### config.mk
export PLATFORM = sky130hd
export DESIGN_NAME = page_xlate_cache
export DESIGN_NICKNAME = d
export VERILOG_FILES = /design/src/rtl/page_xlate_cache.sv
export SDC_FILE = /design/constraint.sdc
export NUM_CORES = 2
export LEC_CHECK = 0
export BUFFER_PORTS_ARGS = -buffer_cell sky130_fd_sc_hd__clkbuf_2
export CAP_MARGIN = 25
export CELL_PAD_IN_SITES_DETAIL_PLACEMENT = 1
export CELL_PAD_IN_SITES_GLOBAL_PLACEMENT = 1
export CORE_MARGIN = 2
export CORE_UTILIZATION = 51
export DETAILED_ROUTE_END_ITERATION = 7
export MAX_ROUTING_LAYER = met4
export PLACE_DENSITY_LB_ADDON = 0.1
export SLEW_MARGIN = 10
export SYNTH_ARGS = -nofsm -noshare
export SYNTH_HDL_FRONTEND = slang
export SYNTH_SLANG_ARGS = --single-unit
### constraint.sdc
create_clock -name clk -period 7 [get_ports clk]
set_clock_uncertainty 0.15 [all_clocks]
set_input_delay 0.7 -clock clk [delete_from_list [all_inputs] [get_ports clk]]
set_output_delay 0.7 -clock clk [all_outputs]
set_load 0.1 [all_outputs]
### src/rtl/page_xlate_cache.sv
module page_xlate_cache #(
  parameter int VPN_W = 20,
  parameter int PFN_W = 20,
  parameter int OFF_W = 12,
  parameter int WAYS  = 4,
  parameter int SETS  = 16
)(
  input  logic                   clk,
  input  logic                   rst_n,
  input  logic                   lk_req,
  input  logic [VPN_W-1:0]       lk_vpn,
  input  logic [OFF_W-1:0]       lk_off,
  output logic                   lk_hit,
  output logic                   lk_miss,
  output logic [PFN_W+OFF_W-1:0] lk_pa,
  output logic [PFN_W-1:0]       lk_pfn,
  output logic [5:0]             lk_attr,
  input  logic                   fill_en,
  input  logic [VPN_W-1:0]       fill_vpn,
  input  logic [PFN_W-1:0]       fill_pfn,
  input  logic [5:0]             fill_attr,
  input  logic                   inv_en,
  input  logic [VPN_W-1:0]       inv_vpn,
  input  logic                   flush_en
);
  localparam int IDX_W  = $clog2(SETS);
  localparam int TAG_W  = VPN_W - IDX_W;
  localparam int WAY_W  = $clog2(WAYS);
  localparam int ATTR_W = 6;
  localparam int GLB    = 5;

  logic [WAYS-1:0]   vld    [SETS];
  logic [TAG_W-1:0]  tag_q  [SETS][WAYS];
  logic [PFN_W-1:0]  pfn_q  [SETS][WAYS];
  logic [ATTR_W-1:0] attr_q [SETS][WAYS];
  logic [WAY_W-1:0]  rr_q   [SETS];

  // lookup path
  wire [IDX_W-1:0] lk_set = lk_vpn[IDX_W-1:0];
  logic [WAYS-1:0] lk_hv;

  always_comb begin
    lk_pfn  = '0;
    lk_attr = '0;
    for (int w = 0; w < WAYS; w++) begin
      lk_hv[w] = lk_req && vld[lk_set][w] && (tag_q[lk_set][w] == lk_vpn[VPN_W-1:IDX_W]);
      if (lk_hv[w]) begin
        lk_pfn  = lk_pfn  | pfn_q[lk_set][w];
        lk_attr = lk_attr | attr_q[lk_set][w];
      end
    end
  end

  assign lk_hit  = |lk_hv;
  assign lk_miss = lk_req & ~lk_hit;
  assign lk_pa   = lk_hit ? {lk_pfn, lk_off} : '0;

  // refill way choice
  wire [IDX_W-1:0] f_set = fill_vpn[IDX_W-1:0];
  logic [WAYS-1:0] f_same, f_free;
  logic [WAY_W-1:0] f_way;
  logic f_rr;

  always_comb begin
    for (int w = 0; w < WAYS; w++) begin
      f_same[w] = vld[f_set][w] && (tag_q[f_set][w] == fill_vpn[VPN_W-1:IDX_W]);
      f_free[w] = ~vld[f_set][w];
    end
    f_way = rr_q[f_set];
    f_rr  = 1'b1;
    for (int w = WAYS-1; w >= 0; w--)
      if (f_free[w]) begin f_way = WAY_W'(w); f_rr = 1'b0; end
    for (int w = WAYS-1; w >= 0; w--)
      if (f_same[w]) begin f_way = WAY_W'(w); f_rr = 1'b0; end
  end

  // invalidate match
  wire [IDX_W-1:0] i_set = inv_vpn[IDX_W-1:0];
  logic [WAYS-1:0] i_hv;
  always_comb
    for (int w = 0; w < WAYS; w++)
      i_hv[w] = vld[i_set][w] && (tag_q[i_set][w] == inv_vpn[VPN_W-1:IDX_W]);

  wire do_inv  = inv_en & ~flush_en;
  wire do_fill = fill_en & ~inv_en & ~flush_en;

  always_ff @(posedge clk or negedge rst_n) begin
    if (!rst_n) begin
      for (int s = 0; s < SETS; s++) begin
        vld[s]  <= '0;
        rr_q[s] <= '0;
      end
    end else if (flush_en) begin
      for (int s = 0; s < SETS; s++)
        for (int w = 0; w < WAYS; w++)
          if (!attr_q[s][w][GLB]) vld[s][w] <= 1'b0;
    end else if (do_inv) begin
      vld[i_set] <= vld[i_set] & ~i_hv;
    end else if (do_fill) begin
      vld[f_set][f_way] <= 1'b1;
      if (f_rr) rr_q[f_set] <= rr_q[f_set] + 1'b1;
    end
  end

  always_ff @(posedge clk)
    if (do_fill) begin
      tag_q[f_set][f_way]  <= fill_vpn[VPN_W-1:IDX_W];
      pfn_q[f_set][f_way]  <= fill_pfn;
      attr_q[f_set][f_way] <= fill_attr;
    end

  // checking logic
  logic [VPN_W-1:0] pr_vpn;
  always_ff @(posedge clk) pr_vpn <= inv_en ? inv_vpn : fill_vpn;

  logic pr_hit;
  logic [SETS*WAYS-1:0] g_live, ng_live;
  always_comb begin
    pr_hit = 1'b0;
    for (int w = 0; w < WAYS; w++)
      if (vld[pr_vpn[IDX_W-1:0]][w] && tag_q[pr_vpn[IDX_W-1:0]][w] == pr_vpn[VPN_W-1:IDX_W])
        pr_hit = 1'b1;
    for (int s = 0; s < SETS; s++)
      for (int w = 0; w < WAYS; w++) begin
        g_live[s*WAYS+w]  = vld[s][w] &  attr_q[s][w][GLB];
        ng_live[s*WAYS+w] = vld[s][w] & ~attr_q[s][w][GLB];
      end
  end

  assert_single_hit_R2: assert property (@(posedge clk) disable iff (!rst_n)
    lk_req |-> $onehot0(lk_hv));
  assert_fill_lands_R5: assert property (@(posedge clk) disable iff (!rst_n)
    do_fill |=> pr_hit);
  assert_inv_clears_R6: assert property (@(posedge clk) disable iff (!rst_n)
    do_inv |=> !pr_hit);
  assert_flush_nonglobal_R7: assert property (@(posedge clk) disable iff (!rst_n)
    flush_en |=> (ng_live == '0));
  assert_flush_keeps_global_R7: assert property (@(posedge clk) disable iff (!rst_n)
    flush_en |=> ($countones(g_live) == $past($countones(g_live))));
endmodule

==> run_results.csv <==
group,metric,value,unit
outcome,status,"finished clean",
min_path,hold_path.startpoint,"fill_pfn[1]",
cts,cts_root_buf,"clkbuf_16",
floorplanning,row_count,184,
placement,dp.cells,9929,
logic_synthesis,syn_inst,6502,
critical_path,timing.rr.end,"tag_q[7][9]",
critical_path,slowest_delay,560,ps
run,max_cap_viol_count,0,
min_path,hp-class,"primary input to register",
final_layout,syn2layout_area_growth,14.2,%
critical_path,ff2ff_path_depth,12,
cts,cts_tree,"yes",
logic_synthesis,ys_async_sr_fraction,3.45,%
logic_synthesis,synth_flop_cell,"edfxtp_1",
cts,post_cts_resized,0,
timing,maxSlewViolCount,0,
critical_path,path_max_fanout,42,
floorplanning,core,251000,sq um
floorplanning,start_util,51.2,%
logic_synthesis,ys_types,91,
timing,rsz0062_at_grt,"no",
final_layout,drive_gt1_share,34.8,%
critical_path,cpMaxStageDelayCell,"mux4_2",
power,leakage,0.0475,uW
floorplanning,fp.dieH,506,um
cts,cts_sinks,2784,
global_routing,grt_first_pass_wirelength,639000,um
min_path,worstHoldPathCells,1,
global_routing,grt_pass1_vias,77320,
final_layout,fin_cells,10479,
critical_path,cp.required,6150,ps
timing,fin_crit_sh,90.9,%
timing,worstMarginPinSlew,1130,ps
floorplanning,pin_count,164,
routing,drc,0,
routing,ant_nets,0,
logic_synthesis,netlist_top_cells_count,"2688 x edfxtp_1, 1317 x mux4_2, 317 x mux2i_1, 216 x clkbuf_1, 178 x nand2_1",
cts,h-tree-depth,5,
logic_synthesis,synth_edf_count,2688,
routing,drtIter0Drc,10802,
logic_synthesis,synth_area_leaders,"edfxtp_1 63%, mux4_2 23%, mux2i_1 2.5%",
cts,clk_latency,890,ps
routing,drt-total-wl,461000,um
global_routing,antenna_found_initial,10,
routing,route.vias.total,76394,
logic_synthesis,avgSynthCellArea,19.8,sq um
critical_path,ff2ff_setup_slack,1540,ps
timing,period_needed,6360,ps
cts,cts_buffers,308,
logic_synthesis,netlist_area,129000,sq um
global_routing,grt_max_degree,134,
placement,place_ws,689,ps
timing,fmax,157,MHz
logic_synthesis,yosys_warnings,0,
logic_synthesis,seq_area_frac_synth,64.6,%
critical_path,startpoint_type,"primary input",
placement,port-buffer-count,163,
floorplanning,die_w,506,um
logic_synthesis,ys_ff_latch,2784,
final_layout,design_area,147000,sq um
critical_path,crit_chain,"buf_8 -> buf_12 -> buf_4 -> mux4_2 -> mux4_2 -> xor2_1 -> nor3_1 -> nand4_1 -> buf_4 -> inv_1 -> buf_4 -> a221o_1 -> buf_12",
routing,wire_per_inst,44.0,um
cts,path_clk_slew,50,ps
critical_path,critPathMostFrequentCell,"buf_4",
final_layout,layout.nets,6997,
critical_path,crit_path_end_kind,"output pin",
timing,fin_ws,637,ps
floorplanning,dieArea,256000,sq um
placement,hpwl,289000,um
critical_path,timing.rr.start,"tag_q[15][45]",
routing,drt-vias-per-instance,7.29,
routing,firstDrtPassIters,7,
placement,placed_area,137000,sq um
timing,setup_violations,0,
min_path,whs_endpoint,"pfn_q[0][1]",
global_routing,grt.total_usage,37.2,%
logic_synthesis,synthDominantCellAreaShare,62.7,%
logic_synthesis,synth_nets,6606,
timing,max_slew_margin,23.7,%
power,power.total,37000,uW
logic_synthesis,synth_most_common_cell,"edfxtp_1",
power,power_density,251,nW/um^2
critical_path,criticalPathCategory,"primary input to output pin",
logic_synthesis,synth_top_cell_by_area,"edfxtp_1",
placement,place_congestion,0.974,
critical_path,cp.arrival,5510,ps
power,vdd_ir_drop_max,0.000255,V
timing,hold_violations,0,
global_routing,grt_remaining_overflow,0,
cts,cts.path.max_buffers,4,
## power by group
group	switching [uW]	total, uW	internal (uW)
registers	20.6	18300	18300
logic	1890	3030	1140
clock network	6740	15600	8880
total	8640	37000	28300
## how the worst max path moves through the flow
| stage | start | to | slack (ps) | depth (start not counted) |
|---|---|---|---|---|
| 6_report | lk_vpn[0] | lk_pfn[13] | 640 | 13 |
| 5_1_grt | lk_vpn[0] | lk_pfn[13] | 540 | 16 |
| 4_1_cts | lk_vpn[0] | lk_pfn[13] | 700 | 13 |
| 3_5_place_dp | lk_vpn[0] | lk_pa[22] | 690 | 13 |
| 3_3_place_gp | lk_vpn[0] | lk_attr[1] | 480 | 12 |
| 2_1_floorplan | fill_vpn[1] | attr_q[10][18] | -330 | 17 |
## final cells by class
class / count / area (sq um)
diodes: 8 / 20.0
clock buffers: 382 / 8100
clock inverters: 158 / 1360
fillers: 21126 / 104000
inverters: 87 / 330
multi-input cells: 3153 / 43500
flip-flops and latches: 2784 / 83100
well taps: 3348 / 4190
repair buffers: 559 / 6370
## stage by stage
step           utilization [%]  TNS (ps)  hold slack, ps
2_1_floorplan                -   -215750             254
3_3_place_gp              54.7         0             332
3_5_place_dp              54.7         0             343
4_1_cts                   58.5         0            44.9
5_1_grt                   58.5         0             122
6_report                  58.5         0             101
## worst max-delay path, delay by kind of cell
kind                   cells  cell delay, ps
multiplexers               2            1050
buffers and inverters      7            2260
AO/OA/AOI/OAI              1             400
AND/OR/NAND/NOR            2             390
XOR/XNOR                   1             430
## timing repair
action                    4_1_cts  5_1_grt
hold endpoints to repair       27        0
hold buffers                    1        0
buffers inserted                0        0
## placed cells by master (no fill, tap or decap), types with 28 or more instances in the layout
| cell | Yosys | final |
|---|---|---|
| nor3_1 | 66 | 50 |
| a221oi_1 | 37 | 37 |
| xnor2_1 | 77 | 76 |
| clkbuf_2 | 0 | 91 |
| nand2_1 | 178 | 178 |
| clkinv_1 | 1 | 58 |
| clkbuf_1 | 216 | 67 |
| o21ai_0 | 76 | 76 |
| inv_1 | 83 | 81 |
| o22ai_1 | 57 | 57 |
| buf_4 | 45 | 270 |
| buf_12 | 0 | 185 |
| a21oi_1 | 83 | 83 |
| a221o_1 | 48 | 48 |
| edfxtp_1 | 2688 | 2688 |
| mux2i_1 | 317 | 317 |
| a22oi_1 | 93 | 93 |
| dfrtp_1 | 96 | 96 |
| mux4_2 | 1317 | 1317 |
| nor2b_1 | 34 | 28 |
| nand3_1 | 56 | 56 |
| xor2_1 | 108 | 108 |
| clkinv_2 | 0 | 51 |
| a211oi_1 | 30 | 30 |
| nor2_4 | 0 | 51 |
| nor2_1 | 148 | 96 |
| clkbuf_16 | 0 | 312 |
| mux2_2 | 77 | 77 |
## flip-flops by register name, indices dropped and copies added (netlist names)
signal and flops:
attr_q 384, pfn_q 1280, rr_q 32, vld 64, tag_q 1024
## cell families (layout without fill, tap and decap cells)
| logic type | count (synthesis) | in the layout | share of synthesized area [%] |
|---|---|---|---|
| compound gates | 619 | 619 | 3.53 |
| xor+xnor | 185 | 185 | 1.26 |
| buf+inv | 565 | 1186 | 2.02 |
| flops | 2784 | 2784 | 64.6 |
| mux | 1711 | 1711 | 26.2 |
| other cells | 0 | 8 | 0 |
| simple gates | 638 | 638 | 2.44 |
## per-layer routing
layer  global-route usage (%)  vias up  share of wire [%]
met5                        -        -                  0
met4                     18.4        0                6.2
met3                     6.31     1181                9.6
met2                     56.9     5159                 48
met1                     48.7    41339                 37
li1                         -    28715                  -
(Power assumes the default switching activity.)
